<file path="src/rtl/btm_pkg.sv">
package btm_pkg;

  // control-to-datapath strobes
  typedef struct packed {
    logic clear;
    logic inc;
  } cntCtl_t;

  typedef enum logic [1:0] {
    ST_RUN   = 2'd0,
    ST_DONE  = 2'd1,
    ST_FAULT = 2'd2
  } monState_t;

endpackage

</file>
<file path="src/rtl/btm_datapath.sv">
module btm_datapath
  import btm_pkg::*;
#(
  parameter int BASE_LIMIT = 128,
  parameter int SEL_W      = 2
) (
  input  logic             clk,
  input  logic             rstN,
  input  logic [SEL_W-1:0] limitSel,
  input  cntCtl_t          ctl,
  output logic             lastTick
);

  localparam int NUM_LIMITS = 1 << SEL_W;
  localparam int MAX_LIMIT  = BASE_LIMIT << (NUM_LIMITS - 1);
  localparam int CNT_W      = $clog2(MAX_LIMIT) + 1;

  logic [CNT_W-1:0] count;
  logic [CNT_W-1:0] limitTable [NUM_LIMITS];
  logic [CNT_W-1:0] limitNow;

  // one limit per select code, each a doubling of the base
  for (genvar k = 0; k < NUM_LIMITS; k++) begin : g_limit
    assign limitTable[k] = CNT_W'(BASE_LIMIT << k);
  end

  assign limitNow = limitTable[limitSel];

  always_ff @(posedge clk) begin
    if (!rstN || ctl.clear) begin
      count <= '0;
    end else if (ctl.inc) begin
      count <= count + 1'b1;
    end
  end

  // next increment would reach the limit (>= covers a select lowered mid-cycle)
  assign lastTick = (count >= limitNow - 1'b1);

  a_r11_clear_zeroes: assert property (@(posedge clk) disable iff (!rstN)
    ctl.clear |=> (count == '0));

  a_r2_inc_steps: assert property (@(posedge clk) disable iff (!rstN)
    (ctl.inc && !ctl.clear) |=> (count == $past(count) + 1'b1));

  a_r1_reset_zero: assert property (@(posedge clk)
    !rstN |=> (count == '0));

endmodule

</file>
<file path="src/rtl/btm_ctrl.sv">
module btm_ctrl
  import btm_pkg::*;
#(
  parameter int ACK_W = 2
) (
  input  logic             clk,
  input  logic             rstN,
  input  logic             monEnable,
  input  logic             strobe,
  input  logic [ACK_W-1:0] sizeAck,
  input  logic             busErrIn,
  input  logic             haltIn,
  input  logic             avecIn,
  input  logic             ackCycle,
  input  logic             lastTick,
  output cntCtl_t          ctl,
  output logic             busErrOut
);

  monState_t state, stateNext;
  logic termSeen;

  // autovector ends only an interrupt acknowledge cycle
  assign termSeen = (|sizeAck) | busErrIn | haltIn | (avecIn & ackCycle);

  always_comb begin
    stateNext = state;
    ctl       = '{clear: 1'b0, inc: 1'b0};
    unique case (state)
      ST_RUN: begin
        if (!strobe || !monEnable) begin
          ctl.clear = 1'b1;
        end else if (termSeen) begin
          ctl.clear = 1'b1;
          stateNext = ST_DONE;
        end else if (lastTick) begin
          ctl.clear = 1'b1;
          stateNext = ST_FAULT;
        end else begin
          ctl.inc = 1'b1;
        end
      end
      ST_DONE, ST_FAULT: begin
        ctl.clear = 1'b1;
        if (!strobe) stateNext = ST_RUN;
      end
      default: begin
        ctl.clear = 1'b1;
        stateNext = ST_RUN;
      end
    endcase
  end

  always_ff @(posedge clk) begin
    if (!rstN) state <= ST_RUN;
    else       state <= stateNext;
  end

  assign busErrOut = (state == ST_FAULT);

  a_r8_hold: assert property (@(posedge clk) disable iff (!rstN)
    (busErrOut && strobe) |=> busErrOut);

  a_r8_release: assert property (@(posedge clk) disable iff (!rstN)
    (busErrOut && !strobe) |=> !busErrOut);

  a_r9_disabled_quiet: assert property (@(posedge clk) disable iff (!rstN)
    (!monEnable && !busErrOut) |=> !busErrOut);

  a_r7_ext_berr_quiet: assert property (@(posedge clk) disable iff (!rstN)
    (busErrIn && !busErrOut) |=> !busErrOut);

  a_r5_avec_in_ack: assert property (@(posedge clk) disable iff (!rstN)
    (avecIn && ackCycle && !busErrOut) |=> !busErrOut);

  a_r10_term_wins: assert property (@(posedge clk) disable iff (!rstN)
    (termSeen && !busErrOut) |=> !busErrOut);

  a_r2_fault_needs_tick: assert property (@(posedge clk) disable iff (!rstN)
    $rose(busErrOut) |-> $past(lastTick && strobe && monEnable));

endmodule

</file>
<file path="src/rtl/bus_timeout_monitor.sv">
module bus_timeout_monitor
  import btm_pkg::*;
#(
  parameter int BASE_LIMIT = 128,
  parameter int SEL_W      = 2,
  parameter int ACK_W      = 2
) (
  input  logic             clk,
  input  logic             rstN,
  input  logic             monEnable,
  input  logic [SEL_W-1:0] limitSel,
  input  logic             strobe,
  input  logic [ACK_W-1:0] sizeAck,
  input  logic             busErrIn,
  input  logic             haltIn,
  input  logic             avecIn,
  input  logic             ackCycle,
  output logic             busErrOut
);

  cntCtl_t ctl;
  logic    lastTick;

  btm_ctrl #(.ACK_W(ACK_W)) u_ctrl (
    .clk       (clk),
    .rstN      (rstN),
    .monEnable (monEnable),
    .strobe    (strobe),
    .sizeAck   (sizeAck),
    .busErrIn  (busErrIn),
    .haltIn    (haltIn),
    .avecIn    (avecIn),
    .ackCycle  (ackCycle),
    .lastTick  (lastTick),
    .ctl       (ctl),
    .busErrOut (busErrOut)
  );

  btm_datapath #(.BASE_LIMIT(BASE_LIMIT), .SEL_W(SEL_W)) u_dp (
    .clk      (clk),
    .rstN     (rstN),
    .limitSel (limitSel),
    .ctl      (ctl),
    .lastTick (lastTick)
  );

endmodule

</file>
<file path="config.mk">
export PLATFORM = sky130hd
export DESIGN_NAME = bus_timeout_monitor
export DESIGN_NICKNAME = d
export VERILOG_FILES = /design/src/rtl/btm_pkg.sv /design/src/rtl/btm_datapath.sv /design/src/rtl/btm_ctrl.sv /design/src/rtl/bus_timeout_monitor.sv
export SDC_FILE = /design/constraint.sdc
export NUM_CORES = 1
export LEC_CHECK = 0
export BUFFER_PORTS_ARGS = -buffer_cell sky130_fd_sc_hd__buf_2
export CORE_MARGIN = 10
export CORE_UTILIZATION = 53
export DETAILED_ROUTE_END_ITERATION = 8
export GPL_ROUTABILITY_DRIVEN = 0
export GPL_TIMING_DRIVEN = 0
export HOLD_SLACK_MARGIN = 0.05
export PLACE_DENSITY = 0.88
export SLEW_MARGIN = 40
export SYNTH_ARGS = -nofsm -noshare
export SYNTH_HDL_FRONTEND = slang
export SYNTH_SLANG_ARGS = --single-unit
</file>
<file path="constraint.sdc">
create_clock -name clk -period 1.5 [get_ports clk]
set_input_delay 0.075 -clock clk [delete_from_list [all_inputs] [get_ports clk]]
set_output_delay 0.075 -clock clk [all_outputs]
set_load 0.1 [all_outputs]
</file>
==> impl_metrics.ini, run 1 <==
[run_status]
status = finished, final reports clean

[yosys]
yosysWarnings = 0
yosysUniqueCellTypes = 28
synth_compound_area_share_pct = 14.7
synthTopCellsByCount = dfxtp_1, nor2_1, nand2_1
yosys.area_share.simple_pct = 29.7
synthFlopType = dfxtp_1
syn-cell-area_um2 = 792
synth_top_area_cell = dfxtp_1
synthMuxAreaShare_pct = 0
synth_xor_area_share_pct = 8.85
synth-seq-cells = 13
ys_top_cells_by_area = dfxtp_1, ha_1, nor2_1
synth_top_family_by_area = simple AND/OR/NAND/NOR gates
synth_edf_count = 0
postSynthNetCount = 109
ys_async_sr_fraction_pct = 0
synth_fa_ha_area_share_pct = 11.1
seq_area_frac_synth_pct = 32.9
syn-instance-count = 90
synth_area_per_cell_um2 = 8.80
synth_top_area_share_pct = 32.9

[routing]
ant_nets = 0
finalWirelength_mm = 1.84
drc_errors = 0
drt-initial-drc-count = 19
viasPerCell = 5.72
num_vias = 726
routedWlPerCell_um = 14.4
firstDrtPassIters = 4

[finish]
diodes = 0
nFillCells = 101
drive_gt1_share_pct = 37.5
nets = 132
layout.area.seq_um2 = 270
fin_util_pct = 77.4
fin_area_um2 = 1040
multiInputGateArea_um2 = 603
syn2layout_area_growth_pct = 31.9

[clock_network]
cts_root_buf = clkbuf_4
numCtsBuffers = 3
cts_tree = yes
numClockSinks = 13
clk_pin_slew_ns = 0.08
cts_buffer_depth = 2
clk_latency_ns = 0.27
htreeDepth = 1

[worst_setup_path]
required_ns = 1.65
r2r_setup_slack_ns = 0.07
cp_max_fo = 5
critPathMaxStageDelay_ns = 0.38
worstPathCellList = ha_1 > nand4_1 > buf_6 > o21ai_1 > o311a_1
worstSetupEndpointType = flip-flop
crit_arrival_ns = 1.59
worstSetupPathType = flip-flop to flip-flop
cpMaxStageDelayCell = dfxtp_1
worstSetupStartpointType = flip-flop

[die]
die-area_um2 = 3440
fp-row-count = 13
die_y_um = 58.7
initial_core_util_pct = 58.7
die_w_um = 58.7
ios = 13
fp.coreArea_um2 = 1350

[timing]
setup_ws_ns = 0.0671
skew_ns = 0.00592
hold_slack_ns = 0.231
slew_viol_final = 0
setup_viol = 0
fin_crit_ns = 1.43
max_freq_mhz = 698
fin_crit_sh_pct = 95.5
rsz0062_at_grt = false
hold_viol = 0

[global_routing]
grt_first_pass_wirelength_mm = 2.90
first_global_vias = 696
track_usage_pct = 10.6
grt_max_degree = 8
overflow = 0
antenna_found_initial = 0

[worst_hold_path]
hp-class = input pin to flip-flop

[power]
power_density_nw_per_um2 = 620
p_leak_uw = 0.000359
fin_total_pwr_uw = 648
ir_worst_vdd_mv = 0.441

[job]
cap_violations = 0

[place]
place_area_um2 = 871
place_ws_ns = -0.0654
port_buffers = 12
place_hpwl_mm = 1.28
==> stage by stage <==
step | instances | TNS, ns
2_1_floorplan | 90 | 0
3_3_place_gp | 117 | 0
3_5_place_dp | 117 | -0.229
4_1_cts | 124 | 0
5_1_grt | 127 | 0
6_report | 127 | 0
==> worst paths after layout <==
path,start,end,cells after the start
max,u_dp.count[9],u_ctrl.state[1],5
min reg2reg,u_dp.count[0],u_dp.count[0],1
min,strobe,u_ctrl.state[0],3
max reg2reg,u_dp.count[9],u_ctrl.state[1],5
==> worst max-delay path, delay by kind of cell, from the launching register on <==
family / cells / cell delay, ns
compound gates: 2 / 0.41
simple gates: 1 / 0.11
flops: 1 / 0.38
buf+inv: 1 / 0.14
fa+ha+maj: 1 / 0.27
==> layout make-up <==
cell class	instances	share of cell area [%]
Multi-Input combinational cell	73	57.7
Clock buffer	4	2.51
Timing Repair Buffer	17	10.3
Tap cell	15	1.80
Inverter	5	1.80
Sequential cell	13	25.9
==> flip-flops by register name, summed over array words and instances (netlist names) <==
signal        cells
u_dp.count       11
u_ctrl.state      2
==> cell usage in the layout, fill, tap and decap left out, drive strengths merged, types with 2 or more instances in the layout <==
cell      n
buf      16
nor2     13
nand2    10
xor2      5
nand4     5
dfxtp    13
nand3     7
nor3      2
xnor2     3
inv       5
o211ai    2
and3      2
ha        7
o2111ai   2
clkbuf    4
a21oi     3
==> cell families after synthesis <==
logic type / after synthesis
compound gates: 12
xor+xnor: 8
fa+ha+maj: 7
buf+inv: 5
flops: 13
other cells: 1
simple gates: 44
==> routing by layer <==
layer  GRT usage (%)  part of all wire (%)  up-vias
met2            18.7                    51        9
met3            2.58                   2.6        4
met1            11.3                    44      341
met5               0                     0        -
li1                -                     -      372
met4            5.57                   2.0        0
==> power breakdown <==
| part | total, uW | leakage [uW] | internal (uW) | switching [uW] |
|---|---|---|---|---|
| logic | 86.9 | 0.000235 | 41.8 | 45.1 |
| registers | 351 | 0.000109 | 348 | 2.90 |
| clock network | 211 | 0.0000150 | 103 | 108 |
| total | 648 | 0.000359 | 492 | 156 |
==> repair_timing <==
action                                  CTS  global route
cloned                                    1             0
endpoints found under the setup margin   12            13
pin swaps                                 3             6
hold buffers                              0             1
buffers inserted                          2             2
gates resized for setup                   1            19
endpoints found under the hold margin     0             1
(Power assumes the default switching activity.)
==> run 2, diff against run 1 <==
CAP_MARGIN = 15   (was default)
clock period = 1.6 ns   (was 1.5 ns; I/O delays follow)
==> impl_metrics.ini, run 2 (same netlist as run 1, synthesis figures left out) <==
[run_status]
status = finished, final reports clean

[global_routing]
antenna_found_initial = 0
overflow = 0
grt_max_degree = 11
first_global_vias = 640
grt_first_pass_wirelength_mm = 2.60
track_usage_pct = 9.42

[die]
fp-row-count = 13
die_w_um = 58.7
initial_core_util_pct = 58.7
ios = 13
fp.coreArea_um2 = 1350
die-area_um2 = 3440
die_y_um = 58.7

[clock_network]
cts_tree = yes
htreeDepth = 1
cts_buffer_depth = 2
cts_root_buf = clkbuf_4
holdBufCountCts = 0
clk_pin_slew_ns = 0.07
numCtsBuffers = 3
numClockSinks = 13
clk_latency_ns = 0.27

[worst_hold_path]
hp-class = input pin to flip-flop

[power]
fin_total_pwr_uw = 595
p_int_uw = 454
combPwrFrac_pct = 11.6
sw_frac_of_total_pct = 23.7
power.switching_uw = 141
seqPwrFrac_pct = 55.3
pwr-share-clk_pct = 33.1
ir_worst_vdd_mv = 0.411
p_leak_uw = 0.000345
power_density_nw_per_um2 = 618

[timing]
slew_viol_final = 0
skew_ns = 0.00177
fin_crit_ns = 1.55
hold_viol = 0
fin_crit_sh_pct = 96.9
max_freq_mhz = 645
setup_viol = 0
setup_ws_ns = 0.0489

[finish]
drive_gt1_share_pct = 25.5
final_cell_mix = nor2_1, buf_2, dfxtp_1, nand2_1
top_register = u_dp.count
syn2layout_area_growth_pct = 21.5
nets = 130
largest_registers = u_dp.count x11, u_ctrl.state x2
diodes = 0
mostFrequentLayoutCell = nor2_1
largest_reg_flops = 11

[worst_setup_path]
crit_arrival_ns = 1.71
critPathMaxStageDelay_ns = 0.34
worstPathCellList = ha_1 > o211ai_4 > o21ai_1 > o311a_1
cpMaxStageDelayCell = o211ai_4
worstSetupPathType = flip-flop to flip-flop
worstSetupStartpointType = flip-flop
required_ns = 1.76
worstSetupEndpointType = flip-flop
cp_max_fo = 6

[routing]
firstDrtPassIters = 4
routedWlPerCell_um = 14.1
drc_errors = 0
num_vias = 743
drt-initial-drc-count = 25
viasPerCell = 5.94
ant_nets = 0
finalWirelength_mm = 1.77

[job]
cap_violations = 0

[place]
place_hpwl_mm = 1.28
place_ws_ns = 0.0346
port_buffers = 12
-- run 2: final timing paths --
check	slack [ns]	cells after the start	startpoint	end
worst max-delay path	0.05	4	u_dp.count[0]	u_ctrl.state[1]
worst min-delay path	0.07	2	rstN	u_ctrl.state[1]
worst max register to register	0.05	4	u_dp.count[0]	u_ctrl.state[1]
worst min register to register	0.46	1	u_dp.count[0]	u_dp.count[0]
-- run 2: power by group through the flow --
stage / sequential [uW] / clock, uW / combinational, uW
after detailed placement: 336 / 0 / 59.8
after floorplan: 335 / 0 / 33.6
after global routing: 330 / 216 / 75.4
final: 329 / 197 / 69.1
after global placement: 336 / 0 / 56.4
after CTS: 328 / 201 / 60.2
-- run 2: critical path, delay by kind of cell (launching register included) --
family | cells | cell delay (ns)
adders and majority gates | 1 | 0.30
DFF | 1 | 0.33
AOI/OAI and AO/OA | 3 | 0.81
-- run 2: layout make-up --
class | count | area, um2
Tap cell | 15 | 18.8
Multi-Input combinational cell | 73 | 554
Timing Repair Buffer | 15 | 82.6
Sequential cell | 13 | 262
Fill cell | 115 | 388
Clock buffer | 4 | 26.3
Inverter | 5 | 18.8
-- run 2: repair_timing --
action	CTS	global route
buffers inserted	0	3
gates resized for setup	0	5
endpoints found under the setup margin	0	12
-- run 2: metrics by stage --
stage | cell area [um2] | std cells | utilization [%] | hold slack [ns] | setup TNS (ns)
after global placement | 871 | 117 | 64.5 | 0.348 | 0
final | 962 | 125 | 71.3 | 0.0678 | 0
after global routing | 962 | 125 | 71.3 | 0.0560 | -0.000973
after floorplan | 792 | 90 | - | 0.211 | 0
after detailed placement | 871 | 117 | 64.5 | 0.353 | 0
after CTS | 897 | 121 | 66.5 | 0.0653 | 0
-- run 2: routing by layer --
layer  track usage (%)  routed length, um  vias to the layer above
li1                  -                  -                      372
met1              9.76                731                      350
met2              17.0                918                       16
met3              2.36                 87                        5
met4              4.92                 29                        0
met5                 0                  0                        -
